$ cat config.mk
export PLATFORM = sky130hd
export DESIGN_NAME = acl_rx_deser
export DESIGN_NICKNAME = d
export VERILOG_FILES = /design/src/rtl/acl_rx_pkg.sv /design/src/rtl/acl_sync_edge.sv /design/src/rtl/acl_rx_fsm.sv /design/src/rtl/acl_slot_capture.sv /design/src/rtl/acl_rx_deser.sv
export SDC_FILE = /design/constraint.sdc
export NUM_CORES = 1
export LEC_CHECK = 0
export ABC_AREA = 1
export BUFFER_PORTS_ARGS = -buffer_cell sky130_fd_sc_hd__buf_4
export CAP_MARGIN = 15
export CELL_PAD_IN_SITES_DETAIL_PLACEMENT = 1
export CELL_PAD_IN_SITES_GLOBAL_PLACEMENT = 1
export CORE_ASPECT_RATIO = 0.75
export CORE_MARGIN = 4
export CORE_UTILIZATION = 44
export DETAILED_ROUTE_END_ITERATION = 16
export GPL_ROUTABILITY_DRIVEN = 0
export PLACE_DENSITY = 0.89
export SYNTH_ARGS = -nofsm -noshare
export SYNTH_HDL_FRONTEND = slang
export SYNTH_SLANG_ARGS = --single-unit
$ cat constraint.sdc
create_clock -name bit_clk -period 2.2 [get_ports bit_clk]
set_clock_uncertainty 0.1 [all_clocks]
set_input_delay 0.66 -clock bit_clk [delete_from_list [all_inputs] [get_ports bit_clk]]
set_output_delay 0.66 -clock bit_clk [all_outputs]
set_load 0.05 [all_outputs]
$ cat src/rtl/acl_rx_pkg.sv
package acl_rx_pkg;
    typedef enum logic [1:0] {
        ST_IDLE,
        ST_TAG,
        ST_SLOT,
        ST_PAD
    } rx_state_t;
endpackage

$ cat src/rtl/acl_sync_edge.sv
module acl_sync_edge (
    input  logic clk,
    input  logic rst_n,
    input  logic sync,
    output logic rise
);
    logic sync_q;

    always_ff @(negedge clk or negedge rst_n) begin
        if (!rst_n) sync_q <= 1'b0;
        else        sync_q <= sync;
    end

    assign rise = sync & ~sync_q;
endmodule

$ cat src/rtl/acl_rx_fsm.sv
module acl_rx_fsm
    import acl_rx_pkg::*;
#(
    parameter int TAG_W  = 16,
    parameter int SLOT_W = 20,
    parameter int NSLOT  = 12,
    parameter int CAP_N  = 4,
    localparam int CW    = $clog2((TAG_W > SLOT_W) ? TAG_W : SLOT_W),
    localparam int SNW   = $clog2(NSLOT + 1)
) (
    input  logic           clk,
    input  logic           rst_n,
    input  logic           rise,
    output logic           shift_en,
    output logic           tag_done,
    output logic           slot_done,
    output logic [SNW-1:0] slot_num,
    output logic           frame_done
);
    rx_state_t      state_q, state_d;
    logic [CW-1:0]  bcnt_q, bcnt_d;
    logic [SNW-1:0] snum_q, snum_d;
    logic           tag_last, slot_last, last_slot;

    assign tag_last  = (bcnt_q == CW'(TAG_W - 1));
    assign slot_last = (bcnt_q == CW'(SLOT_W - 1));
    assign last_slot = (snum_q == SNW'(NSLOT));

    always_ff @(negedge clk or negedge rst_n) begin
        if (!rst_n) begin
            state_q <= ST_IDLE;
            bcnt_q  <= '0;
            snum_q  <= '0;
        end else begin
            state_q <= state_d;
            bcnt_q  <= bcnt_d;
            snum_q  <= snum_d;
        end
    end

    always_comb begin
        state_d = state_q;
        bcnt_d  = bcnt_q + CW'(1);
        snum_d  = snum_q;
        unique case (state_q)
            ST_IDLE: begin
                bcnt_d = '0;
                if (rise) state_d = ST_TAG;
            end
            ST_TAG: begin
                if (rise) begin
                    bcnt_d = '0;
                end else if (tag_last) begin
                    state_d = ST_SLOT;
                    bcnt_d  = '0;
                    snum_d  = SNW'(1);
                end
            end
            ST_SLOT: begin
                if (rise) begin
                    state_d = ST_TAG;
                    bcnt_d  = '0;
                end else if (slot_last) begin
                    bcnt_d = '0;
                    snum_d = snum_q + SNW'(1);
                    if (snum_q == SNW'(CAP_N)) state_d = ST_PAD;
                end
            end
            ST_PAD: begin
                if (slot_last && last_slot) begin
                    state_d = rise ? ST_TAG : ST_IDLE;
                    bcnt_d  = '0;
                end else if (rise) begin
                    state_d = ST_TAG;
                    bcnt_d  = '0;
                end else if (slot_last) begin
                    bcnt_d = '0;
                    snum_d = snum_q + SNW'(1);
                end
            end
            default: begin
                state_d = ST_IDLE;
                bcnt_d  = '0;
            end
        endcase
    end

    always_comb begin
        shift_en   = (state_q != ST_IDLE);
        tag_done   = (state_q == ST_TAG) && tag_last && !rise;
        slot_done  = (state_q == ST_SLOT) && slot_last && !rise;
        slot_num   = snum_q;
        frame_done = (state_q == ST_PAD) && slot_last && last_slot;
    end
endmodule

$ cat src/rtl/acl_slot_capture.sv
module acl_slot_capture #(
    parameter int TAG_W  = 16,
    parameter int SLOT_W = 20,
    parameter int NSLOT  = 12,
    parameter int ADDR_W = 7,
    parameter int DATA_W = 16,
    localparam int SNW   = $clog2(NSLOT + 1)
) (
    input  logic              clk,
    input  logic              rst_n,
    input  logic              sdata,
    input  logic              shift_en,
    input  logic              tag_done,
    input  logic              slot_done,
    input  logic [SNW-1:0]    slot_num,
    input  logic              frame_done,
    output logic              frame_stb,
    output logic              codec_ready,
    output logic [NSLOT-1:0]  slot_valid,
    output logic              reg_addr_stb,
    output logic [ADDR_W-1:0] reg_addr,
    output logic              reg_data_stb,
    output logic [DATA_W-1:0] reg_data,
    output logic              left_stb,
    output logic [SLOT_W-1:0] pcm_left,
    output logic              right_stb,
    output logic [SLOT_W-1:0] pcm_right
);
    logic [SLOT_W-1:0] sh_q, word;
    logic [TAG_W-1:0]  tag_q;
    logic [ADDR_W-1:0] addr_q;
    logic [DATA_W-1:0] data_q;
    logic [SLOT_W-1:0] left_q, right_q;

    assign word = {sh_q[SLOT_W-2:0], sdata};

    always_ff @(negedge clk or negedge rst_n) begin
        if (!rst_n) begin
            sh_q    <= '0;
            tag_q   <= '0;
            addr_q  <= '0;
            data_q  <= '0;
            left_q  <= '0;
            right_q <= '0;
        end else begin
            if (shift_en) sh_q <= word;
            if (tag_done) tag_q <= word[TAG_W-1:0];
            if (slot_done) begin
                unique case (slot_num)
                    SNW'(1): addr_q  <= word[SLOT_W-2 -: ADDR_W];
                    SNW'(2): data_q  <= word[SLOT_W-1 -: DATA_W];
                    SNW'(3): left_q  <= word;
                    SNW'(4): right_q <= word;
                    default: ;
                endcase
            end
        end
    end

    always_ff @(negedge clk or negedge rst_n) begin
        if (!rst_n) begin
            frame_stb    <= 1'b0;
            codec_ready  <= 1'b0;
            slot_valid   <= '0;
            reg_addr_stb <= 1'b0;
            reg_addr     <= '0;
            reg_data_stb <= 1'b0;
            reg_data     <= '0;
            left_stb     <= 1'b0;
            pcm_left     <= '0;
            right_stb    <= 1'b0;
            pcm_right    <= '0;
        end else begin
            frame_stb    <= frame_done;
            reg_addr_stb <= frame_done && tag_q[TAG_W-2];
            reg_data_stb <= frame_done && tag_q[TAG_W-3];
            left_stb     <= frame_done && tag_q[TAG_W-4];
            right_stb    <= frame_done && tag_q[TAG_W-5];
            if (frame_done) begin
                codec_ready <= tag_q[TAG_W-1];
                slot_valid  <= tag_q[TAG_W-2 -: NSLOT];
                if (tag_q[TAG_W-2]) reg_addr  <= addr_q;
                if (tag_q[TAG_W-3]) reg_data  <= data_q;
                if (tag_q[TAG_W-4]) pcm_left  <= left_q;
                if (tag_q[TAG_W-5]) pcm_right <= right_q;
            end
        end
    end
endmodule

$ cat src/rtl/acl_rx_deser.sv
module acl_rx_deser #(
    parameter int TAG_W  = 16,
    parameter int SLOT_W = 20,
    parameter int NSLOT  = 12,
    parameter int ADDR_W = 7,
    parameter int DATA_W = 16,
    parameter int CAP_N  = 4
) (
    input  logic              bit_clk,
    input  logic              rst_n,
    input  logic              sync,
    input  logic              sdata_in,
    output logic              frame_stb,
    output logic              codec_ready,
    output logic [NSLOT-1:0]  slot_valid,
    output logic              reg_addr_stb,
    output logic [ADDR_W-1:0] reg_addr,
    output logic              reg_data_stb,
    output logic [DATA_W-1:0] reg_data,
    output logic              left_stb,
    output logic [SLOT_W-1:0] pcm_left,
    output logic              right_stb,
    output logic [SLOT_W-1:0] pcm_right
);
    localparam int SNW = $clog2(NSLOT + 1);

    logic           rise, shift_en, tag_done, slot_done, frame_done;
    logic [SNW-1:0] slot_num;

    acl_sync_edge u_edge (
        .clk   (bit_clk),
        .rst_n (rst_n),
        .sync  (sync),
        .rise  (rise)
    );

    acl_rx_fsm #(
        .TAG_W (TAG_W), .SLOT_W (SLOT_W), .NSLOT (NSLOT), .CAP_N (CAP_N)
    ) u_fsm (
        .clk        (bit_clk),
        .rst_n      (rst_n),
        .rise       (rise),
        .shift_en   (shift_en),
        .tag_done   (tag_done),
        .slot_done  (slot_done),
        .slot_num   (slot_num),
        .frame_done (frame_done)
    );

    acl_slot_capture #(
        .TAG_W (TAG_W), .SLOT_W (SLOT_W), .NSLOT (NSLOT),
        .ADDR_W (ADDR_W), .DATA_W (DATA_W)
    ) u_cap (
        .clk          (bit_clk),
        .rst_n        (rst_n),
        .sdata        (sdata_in),
        .shift_en     (shift_en),
        .tag_done     (tag_done),
        .slot_done    (slot_done),
        .slot_num     (slot_num),
        .frame_done   (frame_done),
        .frame_stb    (frame_stb),
        .codec_ready  (codec_ready),
        .slot_valid   (slot_valid),
        .reg_addr_stb (reg_addr_stb),
        .reg_addr     (reg_addr),
        .reg_data_stb (reg_data_stb),
        .reg_data     (reg_data),
        .left_stb     (left_stb),
        .pcm_left     (pcm_left),
        .right_stb    (right_stb),
        .pcm_right    (pcm_right)
    );
endmodule

==> results by group, run 1 <==
Timing
  • Final Hold Viols: 0
  • Max Slew Vio Count: 0
  • Slew HR: between 40% and 50%
  • Final setup fails: ~210
  • Final WS setup: -831 ps
  • Worst-margin pin slew: between 700 and 800 ps
  • Unrepaired setup endpoints after global routing: yes

Clock network
  • Clk buf depth: 2
  • Clock root cell: clkbuf_16
  • Clk Latency, worst-skew pair: between 400 and 500 ps
  • Cts hold-fix bufs: 0
  • Num CTS Buffers: 17
  • CTS tree: yes
  • H-tree lvl count: 4
  • Sink Count: approximately 190
  • Clock Pin Slew Worst Setup and Hold Paths: 60 ps

Critical path
  • Largest stage delay, worst path: 540 ps
  • R2r worst-path depth: 11
  • Top delay family on crit path: flip-flops
  • Worst path slowest cell: dfrtn_1
  • Worst path arrival time: 2270 ps
  • CP endpoint kind: output pin
  • Crit Path Category: reg -> out
  • Worst path depth: 1
  • Cells along the critical path: buf_6
  • CP Launch Type: register
  • CP Data Required Time: 1440 ps
  • Crit path max fanout: 2
  • Critical path buffers and inverters: 1

Synthesis
  • Mapped Area: approximately 7200 sq um
  • Gate Count Post-Synth: 777
  • Post-Syn Nets: 788
  • Adder-cell share of the synthesized area: around 1.2%
  • Compound-cell area share of the yosys netlist: between 7 and 8%
  • Synth Register Bits: 188
  • Syn Area/Cell: 9.32 sq um
  • Synth Area in Simple Gates: 21.9%
  • XOR/XNOR Fraction of Synth Area: 0%
  • Largest family of logic cells by synthesized area: simple AND/OR/NAND/NOR gates
  • Synth top area cells: dfrtn_1 65%, nand2_1 18%, o21ai_0 6.8%, inv_1 2.3%, ha_1 1.2%
  • Synth warnings: 0
  • Yosys cell types: 24
  • Area share of the largest cell type after synthesis: 64.9%
  • Area leader, netlist: dfrtn_1
  • Share of synthesized area occupied by flip-flops and latches: 64.9%
  • Post-synthesis mux area share: 0%

Detailed routing
  • WL/cell: 34.1 um
  • DRT iter0 DRCs: 815
  • Drt first pass iters: 6
  • Vias after detailed routing: 7926
  • Via-to-Cell Ratio: about 6.4
  • Post-DRT Antenna Nets: 0
  • WL final: approximately 43000 um
  • # DRC: 0

Cells and area
  • Diodes inserted: 0
  • Fraction of layout cells with a size suffix above 1: between 40 and 50%
  • # fillers: 1588
  • Synth-to-layout area growth: 63.8%
  • Total Nets Final: 1034
  • Final Core Density: around three quarters
  • Final Cell Area: between 10000 and 15000 sq um

Power and ir drop
  • Clock Power Share: 35.9%
  • Psw: 0.00357 W
  • Cell Int Power: 0.00583 W
  • Sequential Power Share: 41.7%
  • Combinational Power Share: 22.3%
  • Leak pwr: 5.95 nW
  • Final total power: 0.00941 W
  • VDD IR max: 0.950 mV
  • PwrDens: 793 nW/um^2
  • Sw frac: 38.0%

Floorplanning
  • Die Wd: roughly 160 um
  • Top-level port count: 85
  • Initial Utilization: 45.1%
  • FP Rows: 40
  • Die area: between 15000 and 20000 sq um
  • Placeable Area: 16100 sq um
  • Die Y: 119 um

Hold path
  • Hold Path Class: reg -> reg
  • Worst Hold Path Cells: 2

Global route
  • Met1 usage: 44.2%
  • GRT Util Overall: 37.5%
  • Global-route wire length before repair: 51500 um
  • Largest net degree at the start of global routing: 41
  • GRT overflow: 0
  • M3 GR Usage: between 10% and 20%
  • Initial antenna violation count: 2
  • GRT met2 Usage: 62.4%
  • Vias in the first global route: slightly above 8000
  • GRT Max-Usage Layer: met2

Placed design
  • Port Buffers: 84
  • Hpwl dp: about 15000 um
  • Area after DPL: between 8000 and 9000 sq um

Run
  • Max_cap viols: 0

Outcome
  • Failing checks: negative setup slack
  • Status: finished, violations left
[flip-flops by register name, summed over array words and instances, names as in the netlist, 12 cells and up]
register / cells
u_cap.data_q: 16
u_cap.right_q: 20
u_cap.left_q: 20
u_cap.reg_data: 16
u_cap.pcm_left: 20
u_cap.pcm_right: 20
u_cap.tag_q: 13
u_cap.slot_valid: 12
u_cap.sh_q: 19
[path summary, 6_finish.rpt]
check	startpoint	end	slack, ps
worst max-delay path	u_cap.pcm_left[6]$_DFFE_NN0P_	pcm_left[6]	-830
worst min-delay path	u_cap.codec_ready$_DFFE_NN0N_	u_cap.codec_ready$_DFFE_NN0N_	370
worst max register to register	u_fsm.bcnt_q[0]$_DFF_NN0_	u_cap.left_q[8]$_DFFE_NN0P_	-270
worst min register to register	u_cap.codec_ready$_DFFE_NN0N_	u_cap.codec_ready$_DFFE_NN0N_	370
max in group asynchronous	rst_n	u_cap.reg_addr[4]$_DFFE_NN0P_	500
min in group asynchronous	rst_n	u_cap.left_q[8]$_DFFE_NN0P_	960
[stage by stage]
stage | setup WS [ps] | hold WS (ps) | setup TNS [ps] | instances
finish | -831 | 373 | -98740 | 1246
global route | -824 | 398 | -103720 | 1246
CTS | -741 | 294 | -85590 | 1213
detailed placement | -789 | 289 | -82570 | 1120
global placement | -696 | 280 | -77270 | 1120
floorplan | -477 | 265 | -63450 | 777
[repair_timing]
item / CTS / global route
resized for setup: 326 / 117
setup buffers: 48 / 41
endpoints found under the hold margin: 0 / 0
endpoints found under the setup margin: 168 / 237
gates cloned: 14 / 0
pin swaps: 20 / 16
[layout by cell type (no fill, tap or decap), types with 13 or more instances in the layout]
cell / netlist / layout
buf_12: 0 / 17
buf_4: 5 / 127
buf_6: 1 / 97
clkbuf_16: 0 / 17
dfrtn_1: 188 / 188
inv_1: 44 / 43
nand2_1: 356 / 266
nand2_2: 2 / 19
nand2_4: 0 / 68
o21ai_0: 98 / 21
o21ai_2: 0 / 63
o21ai_4: 0 / 13
[area by class of cell]
| class | count | area [sq um] | area share, % |
|---|---|---|---|
| Sequential cell | 188 | 4700 | 39.7 |
| Multi-Input combinational cell | 514 | 3390 | 28.6 |
| Timing Repair Buffer | 256 | 2720 | 23.0 |
| Clock buffer | 19 | 443 | 3.73 |
| Tap cell | 210 | 263 | 2.21 |
| Inverter | 46 | 184 | 1.55 |
| Clock inverter | 13 | 153 | 1.29 |
[kinds of logic (layout without fill, tap and decap cells)]
kind of cell | after synthesis | in the layout
simple gates | 398 | 399
flops | 188 | 188
compound gates | 108 | 108
buf+inv | 76 | 334
fa+ha+maj | 7 | 7
[metal layers]
metal	routed length [um]	vias up
met5	27	-
met4	3390	4
met3	4350	281
met2	20000	725
met1	14800	3981
li1	-	2935
[worst reg2reg max path, delay by kind of cell, from the launching register on]
kind | cells | cell delay [ps]
compound gates | 1 | 80
fa+ha+maj | 1 | 250
buf+inv | 4 | 760
flops | 1 | 460
simple gates | 5 | 660
[power groups by stage]
stage	clock network [W]	registers (W)	logic [W]
2_1_floorplan	0	0.00384	0.000672
3_5_place_dp	0	0.00388	0.00118
4_1_cts	0.00312	0.00383	0.00148
6_report	0.00338	0.00392	0.00210
5_1_grt	0.00349	0.00392	0.00215
3_3_place_gp	0	0.00386	0.00111
[Yosys cell counts]
library cell	count
a31oi_1	1
o21ai_0	98
buf_6	1
nor2_4	2
buf_4	5
nand4_1	4
dfrtn_1	188
o21bai_1	1
nand2_2	2
clkinv_1	1
inv_1	44
a21oi_1	8
buf_2	8
nor2_1	14
nor2_2	4
nand2_1	356
nand3_2	1
nand3_4	1
clkbuf_1	16
nor2_8	1
ha_1	7
nor3_1	1
nand3_1	12
inv_2	1
(Power assumes the default switching activity.)
==> run 2, diff against run 1 <==
--- a/config.mk
+++ b/config.mk
@@ -16,6 +16,7 @@
 export DETAILED_ROUTE_END_ITERATION = 16
 export GPL_ROUTABILITY_DRIVEN = 0
 export PLACE_DENSITY = 0.89
+export REMOVE_ABC_BUFFERS = 1
 export SYNTH_ARGS = -nofsm -noshare
 export SYNTH_HDL_FRONTEND = slang
 export SYNTH_SLANG_ARGS = --single-unit
==> run 2 against run 1 <==
Effect of this change:
- the run still ends with negative setup slack left
- critical path depth stayed put
- via count fell by 1.8%
- first-iteration DRC count up 8.1%
- sequential power about the same
- clock-buffer cell count rose by 4
- non-clock buffer count decreased by 22
- register-to-register slack about the same
- power up 1.9%
- setup slack improved by 40 ps
==> results by group, run 2 (synthesis gave the netlist of run 1 again) <==
Outcome
  • Status: finished, violations left
  • Failing checks: negative setup slack

Global route
  • Global-route wire length before repair: 51000 um
  • Largest net degree at the start of global routing: 41
  • GRT Util Overall: 37.3%
  • Met1 usage: 43.2%
  • M3 GR Usage: 9.23%
  • GRT overflow: 0
  • Initial antenna violation count: 1
  • GRT Max-Usage Layer: met2
  • Vias in the first global route: around 8000
  • GRT met2 Usage: 62.9%

Critical path
  • CP endpoint kind: output pin
  • Cells along the critical path: buf_6
  • Worst path arrival time: between 2000 and 2500 ps
  • Flop-to-flop setup slack: -260 ps
  • Top delay family on crit path: flip-flops
  • Crit Path Category: reg -> out
  • Critical path buffers and inverters: 1
  • Crit path max fanout: 2
  • CP Launch Type: register
  • CP Data Required Time: about 1400 ps
  • Largest stage delay, worst path: ~500 ps
  • Worst path slowest cell: dfrtn_1

Placed design
  • Area after DPL: 8610 sq um
  • Port Buffers: between 80 and 90
  • Pre-CTS setup slack: -981 ps
  • Hpwl dp: between 10000 and 15000 um
  • Dpl cells: around 1100

Timing
  • Final WS setup: -790 ps
  • Final Hold Viols: 0
  • Slew HR: 60.4%
  • Setup TNS: -96030 ps
  • Worst-margin pin slew: 593 ps
  • Unrepaired setup endpoints after global routing: yes
  • Final setup fails: 195
  • Max Slew Vio Count: 0

Clock network
  • Num CTS Buffers: 17
  • Clk buf depth: 2
  • Clock root cell: clkbuf_16
  • Cts hold-fix bufs: 0
  • H-tree lvl count: 4
  • Clk Latency, worst-skew pair: 430 ps
  • Clock Pin Slew Worst Setup and Hold Paths: 60 ps
  • Sink Count: 188
  • CTS tree: yes

Cells and area
  • Diodes inserted: 0
  • Storage cell area: 4700 sq um
  • Final Cell Area: 11900 sq um
  • Fraction of layout cells with a size suffix above 1: 46.6%
  • Final cell count without fillers: 1223
  • Most frequent cells in the layout: 260 x nand2_1, 188 x dfrtn_1, 109 x buf_4, 88 x buf_6, 80 x nand2_4
  • Synth-to-layout area growth: 64.3%
  • Multi-input logic area: about 3500 sq um
  • Total Nets Final: 1011
  • Commonest non-fill, non-tap cell in the layout: nand2_1
  • # fillers: 1538

Detailed routing
  • # DRC: 0
  • WL final: 41300 um
  • Via-to-Cell Ratio: 6.36
  • DRT iter0 DRCs: 881
  • Drt first pass iters: 7
  • Vias after detailed routing: approximately 7800
  • WL/cell: 33.8 um
  • Post-DRT Antenna Nets: 0

Power and ir drop
  • VDD IR max: ~0.66 mV
  • PwrDens: 805 nW/um^2
  • Clock Power Share: 38.4%
  • Sequential Power Share: about two fifths
  • Leak pwr: between 5 and 6 nW
  • Sw frac: between 30 and 40%
  • Psw: 0.00331 W
  • Combinational Power Share: 20.7%
  • Final total power: ~0.0096 W
  • Cell Int Power: 0.00628 W

Floorplanning
  • Die Y: 119 um
  • Die area: 18600 sq um
  • Top-level port count: 85
  • Initial Utilization: a little under half
  • Placeable Area: 16100 sq um
  • FP Rows: 40
  • Die Wd: between 150 and 200 um

Run
  • Max_cap viols: 0

Hold path
  • Hold Path Class: reg -> reg
## run 2: layout make-up
class,instances,share of cell area [%]
Sequential cell,188,39.5
Multi-Input combinational cell,513,29.3
Timing Repair Buffer,234,21.9
Clock buffer,23,4.27
Tap cell,210,2.21
Inverter,46,1.55
Clock inverter,9,1.31
## run 2: timing repair
item,4_1_cts,5_1_grt
pin swaps,17,14
buffers inserted,40,36
setup endpoints to repair,168,241
cloned,14,2
gates resized for setup,370,146
## run 2: power groups by stage
| stage | registers (W) | clock network (W) | logic, W |
|---|---|---|---|
| 3_5_place_dp | 0.00389 | 0 | 0.00111 |
| 4_1_cts | 0.00384 | 0.00350 | 0.00141 |
| 2_1_floorplan | 0.00386 | 0 | 0.000585 |
| 5_1_grt | 0.00391 | 0.00379 | 0.00205 |
| 6_report | 0.00392 | 0.00368 | 0.00199 |
| 3_3_place_gp | 0.00386 | 0 | 0.00105 |
## run 2: layer usage
layer,part of all wire (%),routed length [um],up-vias
li1,-,-,2888
met1,34,14200,3865
met2,47,19400,705
met3,9.6,3960,321
met4,9.3,3840,2
met5,0.031,13,-
## run 2: worst paths after layout
check / startpoint / end / depth (start not counted)
max: u_cap.reg_data[3]$_DFFE_NN0P_ / reg_data[3] / 1
min: u_cap.right_q[1]$_DFFE_NN0P_ / u_cap.right_q[1]$_DFFE_NN0P_ / 2
max reg2reg: u_fsm.state_q[1]$_DFFE_NN0P_ / u_cap.tag_q[11]$_DFFE_NN0P_ / 8
min reg2reg: u_cap.right_q[1]$_DFFE_NN0P_ / u_cap.right_q[1]$_DFFE_NN0P_ / 2
max in group asynchronous: rst_n / u_cap.tag_q[6]$_DFFE_NN0P_ / 2
min in group asynchronous: rst_n / u_cap.data_q[9]$_DFFE_NN0P_ / 1
## run 2: metrics by stage
step           utilization (%)  hold slack, ps
2_1_floorplan                -             265
5_1_grt                   74.1             405
3_5_place_dp              53.6             298
4_1_cts                   68.7             301
3_3_place_gp              53.6             287
6_report                  74.1             385
